--- config.mk ---
export PLATFORM = sky130hd
export DESIGN_NAME = wdog_top
export DESIGN_NICKNAME = d
export VERILOG_FILES = /design/src/rtl/wdog_pkg.sv /design/src/rtl/wdog_svc_decode.sv /design/src/rtl/wdog_startup.sv /design/src/rtl/wdog_counter.sv /design/src/rtl/wdog_top.sv
export SDC_FILE = /design/constraint.sdc
export NUM_CORES = 1
export LEC_CHECK = 0
export BUFFER_PORTS_ARGS = -buffer_cell sky130_fd_sc_hd__clkbuf_2
export CAP_MARGIN = 20
export CORE_MARGIN = 4
export CORE_UTILIZATION = 40
export CTS_CLUSTER_DIAMETER = 40
export DETAILED_ROUTE_END_ITERATION = 8
export PLACE_DENSITY = 0.65
export REMOVE_ABC_BUFFERS = 1
export SLEW_MARGIN = 0
export SYNTH_ARGS = -nofsm -noshare
export SYNTH_HDL_FRONTEND = slang
export SYNTH_SLANG_ARGS = --single-unit
--- constraint.sdc ---
create_clock -name clk -period 3 [get_ports clk]
set_clock_uncertainty 0.15 [all_clocks]
set_input_delay 0.45 -clock clk [delete_from_list [all_inputs] [get_ports clk]]
set_output_delay 0.45 -clock clk [all_outputs]
set_load 0.02 [all_outputs]
--- src/rtl/wdog_pkg.sv ---
package wdog_pkg;

    typedef enum logic [1:0] {
        MODE_RUN  = 2'b00,
        MODE_WAIT = 2'b01,
        MODE_HALT = 2'b10,
        MODE_STOP = 2'b11
    } cpu_mode_e;

    typedef enum logic [1:0] {
        ST_ACTIVE  = 2'b00,
        ST_STOPPED = 2'b01,
        ST_STARTUP = 2'b10
    } wd_state_e;

    // control word handed from the mode FSM to the counter
    typedef struct packed {
        logic clr;   // force counter to zero on this edge
        logic en;    // advance counter on this edge
    } cnt_ctrl_t;

    function automatic logic is_stop(input cpu_mode_e m);
        return m == MODE_STOP;
    endfunction

endpackage

--- src/rtl/wdog_svc_decode.sv ---
module wdog_svc_decode #(
    parameter int          ADDR_W   = 16,
    parameter int          DATA_W   = 8,
    parameter logic [15:0] SVC_ADDR = 16'h1FF0,
    parameter int          SVC_BIT  = 0
) (
    input  logic              bus_wr,
    input  logic [ADDR_W-1:0] bus_addr,
    input  logic [DATA_W-1:0] bus_wdata,
    output logic              svc_hit
);
    localparam logic [ADDR_W-1:0] MATCH = ADDR_W'(SVC_ADDR);

    // only the service bit matters; the rest of the data is don't-care
    logic unused_wdata;
    assign unused_wdata = ^bus_wdata;

    always_comb begin
        svc_hit = bus_wr && (bus_addr == MATCH) && !bus_wdata[SVC_BIT];
    end
endmodule

--- src/rtl/wdog_startup.sv ---
module wdog_startup #(
    parameter int STARTUP_CYC = 4064
) (
    input  logic clk,
    input  logic rst,
    input  logic start_i,
    output logic busy_o,
    output logic done_o
);
    localparam int DLY_W = (STARTUP_CYC > 1) ? $clog2(STARTUP_CYC) : 1;
    localparam logic [DLY_W-1:0] LOAD = DLY_W'(STARTUP_CYC - 1);

    logic [DLY_W-1:0] dly_q;
    logic             run_q;

    always_ff @(posedge clk) begin
        if (rst) begin
            dly_q <= '0;
            run_q <= 1'b0;
        end else if (start_i) begin
            dly_q <= LOAD;
            run_q <= 1'b1;
        end else if (run_q) begin
            if (dly_q == '0) begin
                run_q <= 1'b0;
            end else begin
                dly_q <= dly_q - 1'b1;
            end
        end
    end

    assign busy_o = run_q;
    assign done_o = run_q && (dly_q == '0);

    AST_DELAY_BOUND: assert property (@(posedge clk) disable iff (rst)
        run_q |-> (dly_q <= LOAD));
    AST_DELAY_RELOAD: assert property (@(posedge clk) disable iff (rst)
        start_i |=> (run_q && dly_q == LOAD));
endmodule

--- src/rtl/wdog_counter.sv ---
module wdog_counter
    import wdog_pkg::*;
#(
    parameter int CNT_W = 18
) (
    input  logic             clk,
    input  logic             rst,
    input  cnt_ctrl_t        ctrl_i,
    output logic [CNT_W-1:0] cnt_o,
    output logic             wrap_o
);
    localparam logic [CNT_W-1:0] ALL_ONES = '1;

    logic [CNT_W-1:0] cnt_q;
    logic             wrap_q;

    always_ff @(posedge clk) begin
        if (rst) begin
            cnt_q  <= '0;
            wrap_q <= 1'b0;
        end else begin
            wrap_q <= 1'b0;
            if (ctrl_i.clr) begin
                cnt_q <= '0;
            end else if (ctrl_i.en) begin
                cnt_q <= cnt_q + 1'b1;
                if (cnt_q == ALL_ONES) begin
                    wrap_q <= 1'b1;
                end
            end
        end
    end

    assign cnt_o  = cnt_q;
    assign wrap_o = wrap_q;

    AST_CLEAR_TAKES: assert property (@(posedge clk) disable iff (rst)
        ctrl_i.clr |=> (cnt_q == '0));
    AST_WRAP_AT_ZERO: assert property (@(posedge clk) disable iff (rst)
        wrap_q |-> (cnt_q == '0));
    AST_HOLD_STILL: assert property (@(posedge clk) disable iff (rst)
        (!ctrl_i.clr && !ctrl_i.en) |=> $stable(cnt_q));
endmodule

--- src/rtl/wdog_top.sv ---
module wdog_top
    import wdog_pkg::*;
#(
    parameter bit          ENABLE      = 1'b1,
    parameter int          CNT_W       = 18,
    parameter int          STARTUP_CYC = 4064,
    parameter int          ADDR_W      = 16,
    parameter int          DATA_W      = 8,
    parameter logic [15:0] SVC_ADDR    = 16'h1FF0
) (
    input  logic              clk,
    input  logic              rst,
    input  logic              bus_wr,
    input  logic [ADDR_W-1:0] bus_addr,
    input  logic [DATA_W-1:0] bus_wdata,
    input  logic [1:0]        cpu_mode,
    input  logic              wake_req,
    input  logic              wake_irq,
    output logic              reset_req
);
    generate
        if (ENABLE) begin : g_wdog
            wd_state_e        state_q;
            logic             irq_src_q;
            logic             svc_hit;
            logic             dly_busy;
            logic             dly_done;
            logic             stop_enter;
            logic             wake_take;
            cnt_ctrl_t        ctrl;
            logic [CNT_W-1:0] cnt;
            logic             wrap;

            wdog_svc_decode #(
                .ADDR_W  (ADDR_W),
                .DATA_W  (DATA_W),
                .SVC_ADDR(SVC_ADDR),
                .SVC_BIT (0)
            ) u_dec (
                .bus_wr   (bus_wr),
                .bus_addr (bus_addr),
                .bus_wdata(bus_wdata),
                .svc_hit  (svc_hit)
            );

            assign stop_enter = (state_q == ST_ACTIVE) && is_stop(cpu_mode_e'(cpu_mode));
            assign wake_take  = (state_q == ST_STOPPED) && wake_req;

            wdog_startup #(
                .STARTUP_CYC(STARTUP_CYC)
            ) u_dly (
                .clk    (clk),
                .rst    (rst),
                .start_i(wake_take),
                .busy_o (dly_busy),
                .done_o (dly_done)
            );

            // mode sequencing: active -> stopped -> start-up -> active
            always_ff @(posedge clk) begin
                if (rst) begin
                    state_q   <= ST_ACTIVE;
                    irq_src_q <= 1'b0;
                end else begin
                    unique case (state_q)
                        ST_ACTIVE: begin
                            if (stop_enter) state_q <= ST_STOPPED;
                        end
                        ST_STOPPED: begin
                            if (wake_take) begin
                                state_q   <= ST_STARTUP;
                                irq_src_q <= wake_irq;
                            end
                        end
                        ST_STARTUP: begin
                            if (dly_done) state_q <= ST_ACTIVE;
                        end
                        default: state_q <= ST_ACTIVE;
                    endcase
                end
            end

            always_comb begin
                ctrl.en  = (state_q != ST_STOPPED);
                ctrl.clr = 1'b0;
                if (state_q == ST_ACTIVE && (svc_hit || stop_enter)) ctrl.clr = 1'b1;
                if (state_q == ST_STARTUP && dly_done && !irq_src_q) ctrl.clr = 1'b1;
            end

            wdog_counter #(
                .CNT_W(CNT_W)
            ) u_cnt (
                .clk   (clk),
                .rst   (rst),
                .ctrl_i(ctrl),
                .cnt_o (cnt),
                .wrap_o(wrap)
            );

            assign reset_req = wrap;

            AST_ONE_CYCLE_PULSE: assert property (@(posedge clk) disable iff (rst)
                reset_req |=> !reset_req);
            AST_STOP_HELD: assert property (@(posedge clk) disable iff (rst)
                (state_q == ST_STOPPED) |-> (cnt == '0 && !reset_req));
            AST_STARTUP_TRACK: assert property (@(posedge clk) disable iff (rst)
                (state_q == ST_STARTUP) |-> dly_busy);
            AST_IRQ_KEEPS_COUNT: assert property (@(posedge clk) disable iff (rst)
                ($past(state_q) == ST_STARTUP && state_q == ST_ACTIVE && irq_src_q)
                |-> (cnt == CNT_W'(STARTUP_CYC)));
            AST_RST_WAKE_CLEARS: assert property (@(posedge clk) disable iff (rst)
                ($past(state_q) == ST_STARTUP && state_q == ST_ACTIVE && !irq_src_q)
                |-> (cnt == '0));
        end else begin : g_none
            logic unused_in;
            assign unused_in = ^{clk, rst, bus_wr, bus_addr, bus_wdata,
                                 cpu_mode, wake_req, wake_irq};
            assign reset_req = 1'b0;
        end
    endgenerate

    always_comb begin
        if (!ENABLE) begin
            AST_REMOVED_QUIET: assert (reset_req == 1'b0);
        end
    end
endmodule

==> Word-level counts from Yosys, hierarchy flattened <==
Index checks and enable logic that the tools add are counted.
W data, S select, Z words.
{ "classes": {"n_addsub": 2, "mul": 0, "n_div": 0, "order_cmp": 0, "eq_ne": 10, "shift": 0, "mux": 13, "n_bitwise": 2, "n_reduce_logical": 21} }
{ "op_table": {"columns": ["operator", "n"], "rows": [
  ["$mux W12", 3],
  ["$add A18 B1 Y18 const B", 1],
  ["$eq A18 B18 Y1 const B", 1],
  ["$eq A16 B13 Y1 const B", 1],
  ["$logic_not A12 Y1", 1],
  ["$sub A12 B1 Y12 const B", 1],
  ["$logic_and A1 B1 Y1", 8],
  ["$mux W1", 6],
  ["$mux W2", 3],
  ["$ne A2 B1 Y1 const B", 3],
  ["$pmux W2 S3", 1],
  ["$reduce_and A2 Y1", 3],
  ["$eq A2 B2 Y1 const B", 2],
  ["$ne A2 B2 Y1 const B", 2],
  ["$reduce_or A2 Y1", 2],
  ["$reduce_and A3 Y1", 1],
  ["$reduce_or A3 Y1", 1],
  ["$eq A2 B1 Y1 const B", 1],
  ["$logic_not A1 Y1", 2],
  ["$logic_not A2 Y1", 1],
  ["$not A1 Y1", 2],
  ["$reduce_bool A2 Y1", 1],
  ["$logic_or A1 B1 Y1", 1]
]} }
{ "totals": {"regBits": 35, "latch_bits": 0, "ramBits": 0, "rom_bits": 0, "in_bits": 31, "output_inout_bits": 1, "word_cells": 55, "n_memories": 0} }

==> Logic depth before layout (Yosys ltp) <==
Gate-level depths: netlist (run 1).
{ "depth": {"word_depth": 8, "ltp_mapped": 7, "depth_no_buf": 6} }

==> By module <==
From an unflattened synthesis (run 1), not the netlist that was laid out.
{ "hier_totals": {"cells_unflattened": 199, "area_unflattened_um2": 1831.8} }
{ "by_module_without_submodules": {"columns": ["module", "instances", "cells_per_inst", "area_each_um2", "seq_area_each_um2"], "rows": [
  ["wdog_counter", 1, 96, 857.1, 380.4],
  ["wdog_startup", 1, 81, 758.2, 260.2],
  ["wdog_top", 1, 16, 161.4, 60.1],
  ["wdog_svc_decode", 1, 6, 55.1, 0.0]
]} }

==> Worst setup path after synthesis (run 1) <==
OpenSTA, ideal clock, no wires.
{ "synth_timing": {"kind": "reg-to-reg", "startpoint": "reg g_wdog.u_dly.dly_q[0]", "endpoint": "reg g_wdog.u_cnt.cnt_q[0] (netlist: g_wdog.u_cnt.cnt_o[0])", "setup_ps": 132, "arrival_time_ps": 2023, "required_time_ps": 2718, "setup_slack_ps": 695, "path_stages_with_launch": 8, "path_buffers": 1, "synth_period_minus_slack_ps": 2305, "path_cell_list": "dfxtp_1 inv_1 ha_1 or3b_2 or4_4 o22ai_4 buf_6 nor3_1"} }
{ "synth_via": {"elab_chain_cells": 6} }
{ "synth_lines": {"columns": ["element", "line_no", "rtl"], "rows": [
  ["start: declaration", "wdog_startup.sv:13", "logic [DLY_W-1:0] dly_q;"],
  ["start signal: assignment", "wdog_startup.sv:27", "dly_q <= dly_q - 1'b1;"],
  ["$logic_not A12 Y1", "wdog_startup.sv:33", "assign done_o = run_q && (dly_q == '0);"],
  ["$logic_and A1 B1 Y1", "wdog_startup.sv:33", null],
  ["$logic_and A1 B1 Y1 (2 in a row)", "wdog_top.sv:87", "if (state_q == ST_STARTUP && dly_done && !irq_src_q) ctrl.clr = 1'b1;"],
  ["$mux W1", "wdog_top.sv:87", null],
  ["$reduce_or A2 Y1 (no line)", null, null],
  ["end signal: assignment", "wdog_counter.sv:26", "cnt_q <= cnt_q + 1'b1;"],
  ["end: declaration", "wdog_counter.sv:14", "logic [CNT_W-1:0] cnt_q;"]
]} }
No other way between the ends.
A chain may end at the register's enable or synchronous reset.

==> Worst setup path in the final report (run 1) <==
{ "layout_timing": {"startpoint": "reg g_wdog.u_dly.dly_q[0]", "endpoint": "reg g_wdog.u_cnt.cnt_q[17] (netlist: g_wdog.u_cnt.cnt_o[17])"} }
Same word-level chain as after synthesis.

==> metrics.csv, run 1 <==
metric;value;unit
slowest_delay;0.53;ns
grtUsageTotal;14.78;%
final_layout_size_suffix_gt1_share;19.73;%
setup_violations;0;
clock_path_buffers;2;
cp_max_fo;19;
met1_length;1911;um
post-place-cells;267;
hold_viol;0;
cp_slowest_cell;or4_4;
grt_pass1_wl;6423;um
route.top_layer_used;met4;
netlist_area;0.001787;mm2
drt_wl_total;3821;um
required;3.00;ns
path_delay_family;simple AND/OR/NAND/NOR gates;
fin_nets;256;
crit_end;g_wdog.u_cnt.cnt_o[17];
fin_util;46.44;%
period_minus_slack;2.488;ns
die-area;0.005600;mm2
ys_top_cells_by_count;dfxtp_1 (35), nor3_1 (17), nand2_1 (12);
grt_setup_unrepaired;no;
post_cts_buffers;0;
status;completed;
grt_start_max_net_pins;20;
core-area;0.004324;mm2
cts_buffers;5;
total_power;967.5;uW
route.met3.wl;158;um
ys.flop_type;dfxtp_1;
first_pass_iters;4;
r2r_start;g_wdog.u_dly.dly_q[0];
r2r_setup_slack;0.51;ns
r2r-end;g_wdog.u_cnt.cnt_o[17];
start_util;41.32;%
synthCells;202;
reg2reg_depth;6;
ant_nets;0;
combPwrFrac;13.8;%
grt-ovfl-total;0;
clock_power_share;34.5;%
cts_max_level;2;
synth.most_common_cell;dfxtp_1;
place_hpwl;2720;um
hold_path_class;in2reg;
avgSynthCellArea;8.845;um2
drcViolationCount;0;
power_leakage;0.0006311;uW
cts_hold_buf;0;
crit_buf_inv;1;
numPortBuffers;24;
fmaxAchievable;401.9;MHz
finalCritPeriodShare;82.95;%
vias;1592;
cts.sinks;35;
clk_pin_slew;0.08;ns
ys_types;44;
die_w;74.84;um
antenna_cells;0;
ctsResizeCount;0;
path_cells;inv_1 > ha_1 > or3b_2 > or4_4 > o22ai_4 > a211oi_1;
insertion_delay;0.29;ns
yosysTopAreaCell;dfxtp_1;
worstSetupStartpoint;g_wdog.u_dly.dly_q[0];
synth_area_leaders;dfxtp_1 (39%), xnor2_1 (4.9%), nor3_1 (4.8%);
place.gp.congestion;0.7847;
yosysSeqAreaShare;39.22;%
p_sw;262.8;uW
power_frac_seq;51.7;%
tightest_slew;0.8971;ns
final.setup.tns;0;ns
io_pins;32;
grt_pass1_vias;1452;
routed_via_density;5.789;
critPathCaptureType;flip-flop;
async_reset_ff_share;0;%
synth-seq-cells;35;
yosys_warnings;0;
area_delta_synth_final;12.40;%
antenna_found_initial;0;
synth_top_area_share;39.22;%
p_int;704.7;uW
max-cap-violations;0;
critPathLaunchType;flip-flop;
critical_path_depth;6;
avgRoutedWirePerCell;13.89;um
vdd_ir_drop_max;317.5;uV
wl_met2;1690;um
dieHeight;74.84;um
report.final.slew_viol_count;0;
power_density;481.8;mW/mm2
power_switching_share;27.16;%
instances_no_fill;275;
path_class;reg2reg;
first_iter_violations;72;
core.rowCount;24;
worstPathArrival;2.49;ns
slew_headroom;40.07;%
synth_edf_count;0;
cts_tree;yes;
clock-root-buffer;clkbuf_8;
==> cell type report <==
class / instances / area [um2]
Clock buffer: 6 / 72.57
Clock inverter: 2 / 12.51
Fill cell: 442 / 2316
Inverter: 8 / 30.03
Multi-Input combinational cell: 148 / 1007
Sequential cell: 35 / 700.7
Tap cell: 52 / 65.06
Timing Repair Buffer: 24 / 120.1
==> power groups by stage <==
stage	sequential (uW)	combinational [uW]	clock, uW
after floorplan	506	96.7	0
final	500	134	333
after detailed placement	510	134	0
after CTS	500	135	345
after global routing	503	150	362
after global placement	510	132	0
==> cells in the final DEF (no fill, tap or decap), drive strengths merged, types with 2 or more instances in the layout <==
| cell | synthesis | layout |
|---|---|---|
| dfxtp | 35 | 35 |
| clkbuf | 9 | 30 |
| nor3 | 17 | 17 |
| nand2 | 12 | 12 |
| or3 | 11 | 11 |
| xnor2 | 10 | 10 |
| or4 | 10 | 10 |
| a31oi | 9 | 9 |
| inv | 8 | 8 |
| nand3 | 8 | 8 |
| o21ai | 7 | 7 |
| o31ai | 7 | 7 |
| a211oi | 7 | 7 |
| nor4 | 5 | 5 |
| a21oi | 5 | 5 |
| nor2 | 4 | 4 |
| nand4 | 4 | 4 |
| o41ai | 3 | 3 |
| ha | 3 | 3 |
| nor2b | 2 | 2 |
| and4b | 2 | 2 |
| nor3b | 2 | 2 |
| mux2 | 2 | 2 |
| or2 | 2 | 2 |
| or4b | 2 | 2 |
==> tightest hold or removal path, stage by stage <==
cell,delay (ns)
clkbuf_2,0.08
nand3_1,0.05
a21oi_1,0.05
==> per-stage QoR <==
step                      hold slack (ns)  setup WS [ns]  area (um2)
after CTS                          0.2398         0.5094        2008
after global placement             0.2965         0.5066        1923
after global routing               0.2646         0.3681        2008
after floorplan                    0.2751         0.7304        1738
after detailed placement           0.3016         0.5091        1923
final                              0.2471         0.5116        2008
==> routing by layer <==
metal | GRT usage [%] | up-vias
li1 | - | 810
met1 | 19.22 | 750
met4 | 7.115 | 0
met5 | 0 | -
met2 | 23.50 | 27
met3 | 2.804 | 5
==> registers in the layout, summed over array words and instances (netlist names) <==
name                 count
g_wdog.irq_src_q         1
g_wdog.state_q           2
g_wdog.u_cnt.cnt_o      18
g_wdog.u_cnt.wrap_o      1
g_wdog.u_dly.busy_o      1
g_wdog.u_dly.dly_q      12
==> worst min-delay path by stage <==
stage,end,cells past startpoint,slack [ns],from
5_1_grt,g_wdog.irq_src_q,3,0.26,wake_irq
3_3_place_gp,g_wdog.irq_src_q,2,0.30,g_wdog.irq_src_q
4_1_cts,g_wdog.irq_src_q,3,0.24,wake_irq
2_1_floorplan,g_wdog.irq_src_q,2,0.28,g_wdog.irq_src_q
3_5_place_dp,g_wdog.irq_src_q,2,0.30,g_wdog.irq_src_q
6_report,g_wdog.irq_src_q,3,0.25,wake_irq
==> cell families (layout without fill, tap and decap cells) <==
| kind of cell | count (synthesis) | in the layout | share of synthesized area [%] |
|---|---|---|---|
| mux | 3 | 3 | 1.821 |
| simple gates | 87 | 87 | 29.55 |
| compound gates | 44 | 44 | 17.51 |
| flops | 35 | 35 | 39.22 |
| fa+ha+maj | 3 | 3 | 2.101 |
| xor+xnor | 11 | 11 | 5.392 |
| buf+inv | 19 | 40 | 4.411 |
No activity file was read; power rests on OpenSTA's default activity.
==> run 2: changes to the inputs <==
clock period = 2.47 ns   (was 3 ns; I/O delays follow)
==> run 2 against run 1 <==
Setup slack worse by 0.39 ns. Register-to-register slack got worse by 0.39 ns. Via count rose by 0.57%. Worst hold slack got worse by 0.086 ns. Combinational power rose by 31%. Design area rose by 4.9%. Utilization rose by 2.3 points. Highest routed layer unchanged.
==> metrics.csv, run 2 (synthesis gave the netlist of run 1 again) <==
metric;value;unit;change
clock_path_buffers;2;;unchanged
clock-root-buffer;clkbuf_8;;
clk_pin_slew;0.07;ns;about the same
status;completed;;
critPathLaunchType;flip-flop;;
cts_buffers;5;;unchanged
path_class;reg2reg;;
grtUsageTotal;15.86;%;+1.1 points
grt_start_max_net_pins;20;;unchanged
drcViolationCount;0;;unchanged
layout_common_cells;dfxtp_1 (35), clkbuf_2 (24), nor3_1 (17);;
required;2.48;ns;-0.52 ns
ctsResizeCount;0;;unchanged
cts.sinks;35;;unchanged
critPathCaptureType;flip-flop;;
vias;1601;;+0.57%
drt_wl_total;3944;um;+3.2%
hold_path_class;in2reg;;
dieHeight;74.84;um;unchanged
cts_max_level;2;;unchanged
period_minus_slack;2.350;ns;-0.1382 ns
final_layout_size_suffix_gt1_share;21.49;%;+1.8 points
routed_via_density;5.718;;-1.2%
power_density;662.4;mW/mm2;+37%
grt-ovfl-total;0;;unchanged
place.gp.congestion;0.7863;;+0.20%
cts_tree;yes;;
dp_slack;0.1288;ns;-0.3803 ns
start_util;41.32;%;unchanged
io_pins;32;;unchanged
power_leakage;0.0006820;uW;+8.1%
grt_setup_unrepaired;no;;
worstPathArrival;2.36;ns;-0.13 ns
grt_pass1_vias;1483;;+2.1%
max-cap-violations;0;;unchanged
first_pass_iters;4;;unchanged
die_w;74.84;um;unchanged
cp_max_fo;19;;unchanged
antenna_found_initial;0;;unchanged
tightest_slew;0.4999;ns;-0.3972 ns
largest_reg_flops;18;;unchanged
core.rowCount;24;;unchanged
die-area;0.005600;mm2;unchanged
fin_nets;261;;+2.0%
fin_ws;0.1198;ns;-0.3918 ns
finalCritPeriodShare;95.15;%;+12 points
final_common_cell;dfxtp_1;;
area_delta_synth_final;17.86;%;
fmaxAchievable;425.5;MHz;+5.9%
post_cts_buffers;0;;unchanged
hold_viol;0;;unchanged
grt_pass1_wl;6755;um;+5.2%
seq_area;700.7;um2;unchanged
first_iter_violations;63;;-13%
slew_headroom;66.60;%;+27 points
report.final.slew_viol_count;0;;unchanged
multi_input_area;0.001007;mm2;unchanged
place_hpwl;2885;um;+6.0%
insertion_delay;0.29;ns;about the same
nFillCells;438;;-0.90%
ant_nets;0;;unchanged
vdd_ir_drop_max;347.8;uV;+9.5%
numPortBuffers;24;;unchanged
cts_hold_buf;0;;unchanged
antenna_cells;0;;unchanged
setup_violations;0;;unchanged
core-area;0.004324;mm2;unchanged
avgRoutedWirePerCell;14.09;um;+1.4%
final.setup.tns;0;ns;unchanged
-- run 2: cell types whose count changed in the layout (fill, tap and decap cells not counted) --
| cell | change |
|---|---|
| clkinv_2 | -1 |
| buf_4 | +4 |
| clkinvlp_4 | -1 |
| buf_12 | +1 |
| bufinv_16 | +2 |
-- run 2: through the flow --
step                      std cells  total power (uW)  cell area [um2]  hold WS (ns)  util (%)
after floorplan                 191             732.3             1738        0.2751         -
after global placement          272             792.1             1973        0.2997     45.63
after detailed placement        272             795.4             1973        0.3041     45.63
after CTS                       280              1409             2106        0.1556     48.70
after global routing            280              1458             2106        0.1605     48.70
final                           280              1395             2106        0.1615     48.70
-- run 2: worst paths after layout --
check	startpoint	endpoint	slack, ns	cells after the start
hold / removal	wake_irq	g_wdog.irq_src_q	0.16	3
setup / recovery	g_wdog.u_dly.dly_q[0]	g_wdog.u_cnt.cnt_o[8]	0.12	7
setup reg to reg	g_wdog.u_dly.dly_q[0]	g_wdog.u_cnt.cnt_o[8]	0.12	7
hold reg to reg	g_wdog.irq_src_q	g_wdog.irq_src_q	0.31	2
-- run 2: area by class of cell --
class                      count  area share [%]
clock inverter                 2           2.852
sequential                    35           33.27
inverter                       8           1.426
tap                           52           3.090
clock buffer                   6           3.446
timing repair buffer          29           8.081
multi-input combinational    148           47.83
-- run 2: power by group --
group	switching (uW)	total, uW	internal [uW]
Combinational	91.9	175	83.5
Sequential	23.0	608	585
Clock	207	611	403
Total	322	1390	1070
-- run 2: worst max-delay path, cell delays in order (launching register included) --
cell	delay, ns
dfxtp_1	0.32
inv_1	0.12
ha_1	0.18
or3b_2	0.47
or4_4	0.53
o22ai_4	0.21
buf_12	0.18
nor3_1	0.06
-- run 2: per-layer routing --
layer  track usage (%)  up-vias  part of all wire, %
li1                  -      827                    -
met1             20.38      738                   47
met5                 0        -                    0
met3             5.073        7                  5.8
met4             5.336        0                  1.5
met2             25.15       29                   45
==> run 3: changes to the inputs <==
RECOVER_POWER = 50   (was default)
SKIP_CTS_REPAIR_TIMING = 1   (was default)
SLEW_MARGIN = 25   (was 0)
==> run 3 against run 2 <==
Largest cell class unchanged. Wire length increased by 1.7%. Utilization decreased by 0.46 points. Critical path type unchanged. Sequential power about the same. Highest routed layer unchanged. Power decreased by 0.67%. Combinational power decreased by 6%. Die area unchanged. Design area decreased by 0.95%. Clock power about the same. Worst hold slack got worse by 0.0017 ns. Largest power group unchanged. Count of clock-buffer cells in the layout unchanged. Via count increased by 0.44%. Global-route usage unchanged.
==> metrics.csv, run 3 (synthesis gave the netlist of run 1 again) <==
metric;value;unit;change
grt_start_max_net_pins;20;;unchanged
hold_path_class;in2reg;;
grt_setup_unrepaired;no;;
max-cap-violations;0;;unchanged
antenna_found_initial;0;;unchanged
hold_viol;0;;unchanged
r2r-end;g_wdog.u_cnt.cnt_o[8];;
r2r_setup_slack;0.11;ns;about the same
numPortBuffers;24;;unchanged
routed_via_density;5.743;;+0.44%
cts_buffers;5;;unchanged
finalCritPeriodShare;95.56;%;+0.41 points
die-area;0.005600;mm2;unchanged
cts.sinks;35;;unchanged
core-area;0.004324;mm2;unchanged
grt_pass1_vias;1483;;unchanged
fmaxAchievable;423.7;MHz;-0.43%
worstHoldStart;wake_irq;;
fin_nets;261;;unchanged
cts_max_level;2;;unchanged
first_pass_iters;4;;unchanged
p_int;1064;uW;-0.78%
area_delta_synth_final;16.74;%;
cp_max_fo;19;;unchanged
clock_path_buffers;2;;unchanged
power_frac_seq;43.9;%;+0.3 points
combPwrFrac;11.9;%;-0.7 points
vias;1608;;+0.44%
setup_violations;0;;unchanged
cts_tree;yes;;
reg2reg_depth;7;;unchanged
fin_util;48.24;%;-0.46 points
tightest_slew;0.6090;ns;+0.1091 ns
place.gp.congestion;0.7863;;unchanged
hold_depth;3;;unchanged
clk_pin_slew;0.07;ns;about the same
grt_pass1_wl;6755;um;unchanged
r2r_start;g_wdog.u_dly.dly_q[0];;
place_hpwl;2885;um;unchanged
instances_no_fill;280;;unchanged
path_class;reg2reg;;
grtUsageTotal;15.86;%;unchanged
drt_wl_total;4013;um;+1.7%
drcViolationCount;0;;unchanged
worstSetupStartpoint;g_wdog.u_dly.dly_q[0];;
period_minus_slack;2.360;ns;+0.01016 ns
first_iter_violations;90;;+43%
core.rowCount;24;;unchanged
min_to;g_wdog.irq_src_q;;
final_layout_size_suffix_gt1_share;19.74;%;-1.8 points
p_sw;321.3;uW;-0.32%
total_power;1385;uW;-0.67%
dieHeight;74.84;um;unchanged
grt-ovfl-total;0;;unchanged
report.final.slew_viol_count;0;;unchanged
clock_power_share;44.2;%;+0.4 points
slew_headroom;59.40;%;-7.2 points
layout_common_cells;dfxtp_1 (35), clkbuf_2 (23), nor3_1 (17);;
start_util;41.32;%;unchanged
ant_nets;0;;unchanged
clock-root-buffer;clkbuf_8;;
die_w;74.84;um;unchanged
insertion_delay;0.29;ns;about the same
io_pins;32;;unchanged
critPathLaunchType;flip-flop;;
vdd_ir_drop_max;393.2;uV;+13%
largest_reg_flops;18;;unchanged
post-place-cells;272;;unchanged
antenna_cells;0;;unchanged
power_density;664.2;mW/mm2;+0.28%
power_leakage;0.0006731;uW;-1.3%
required;2.48;ns;about the same
whs;0.1598;ns;-0.001701 ns
final_common_cell;dfxtp_1;;
worstPathArrival;2.37;ns;about the same
status;completed;;
avgRoutedWirePerCell;14.33;um;+1.7%
critPathCaptureType;flip-flop;;
power_switching_share;23.19;%;+0.082 points
final.setup.tns;0;ns;unchanged
run 3: power by group through the flow:
stage,combinational [uW],clock [uW],sequential [uW]
finish,165,613,608
global route,186,649,612
CTS,176,624,608
detailed placement,175,0,620
global placement,172,0,620
floorplan,117,0,615
run 3: layout make-up:
type / count / area [um2]
Clock buffer: 6 / 72.57
Fill cell: 441 / 2238
Tap cell: 52 / 65.06
Timing Repair Buffer: 29 / 161.4
Sequential cell: 35 / 700.7
Clock inverter: 2 / 60.06
Inverter: 8 / 30.03
Multi-Input combinational cell: 148 / 996.0
run 3: through the flow:
step / area, um2 / setup WS (ns)
final: 2086 / 0.1096
after global routing: 2086 / 0.03646
after CTS: 2106 / 0.1145
after detailed placement: 1973 / 0.1288
after global placement: 1973 / 0.1492
after floorplan: 1738 / 0.2004
run 3: how the worst max path moves through the flow:
| stage | endpoint | cells after the start |
|---|---|---|
| after detailed placement | g_wdog.u_cnt.cnt_o[8] | 7 |
| final | g_wdog.u_cnt.cnt_o[8] | 7 |
| after global routing | g_wdog.u_dly.dly_q[1] | 6 |
| after CTS | g_wdog.u_cnt.cnt_o[8] | 7 |
| after global placement | g_wdog.u_cnt.cnt_o[17] | 7 |
| after floorplan | g_wdog.u_dly.dly_q[1] | 6 |
run 3: routing by layer:
layer	GRT usage (%)	routed length [um]
met1	20.38	1960
met2	25.15	1785
met3	5.073	207
met4	5.336	59
met5	0	0
run 3: worst max-delay path, stage by stage (launching register included):
cell	delay (ns)
dfxtp_1	0.31
inv_1	0.12
ha_1	0.17
or3b_2	0.47
or4_4	0.52
o22ai_2	0.23
buf_12	0.18
nor3_1	0.06
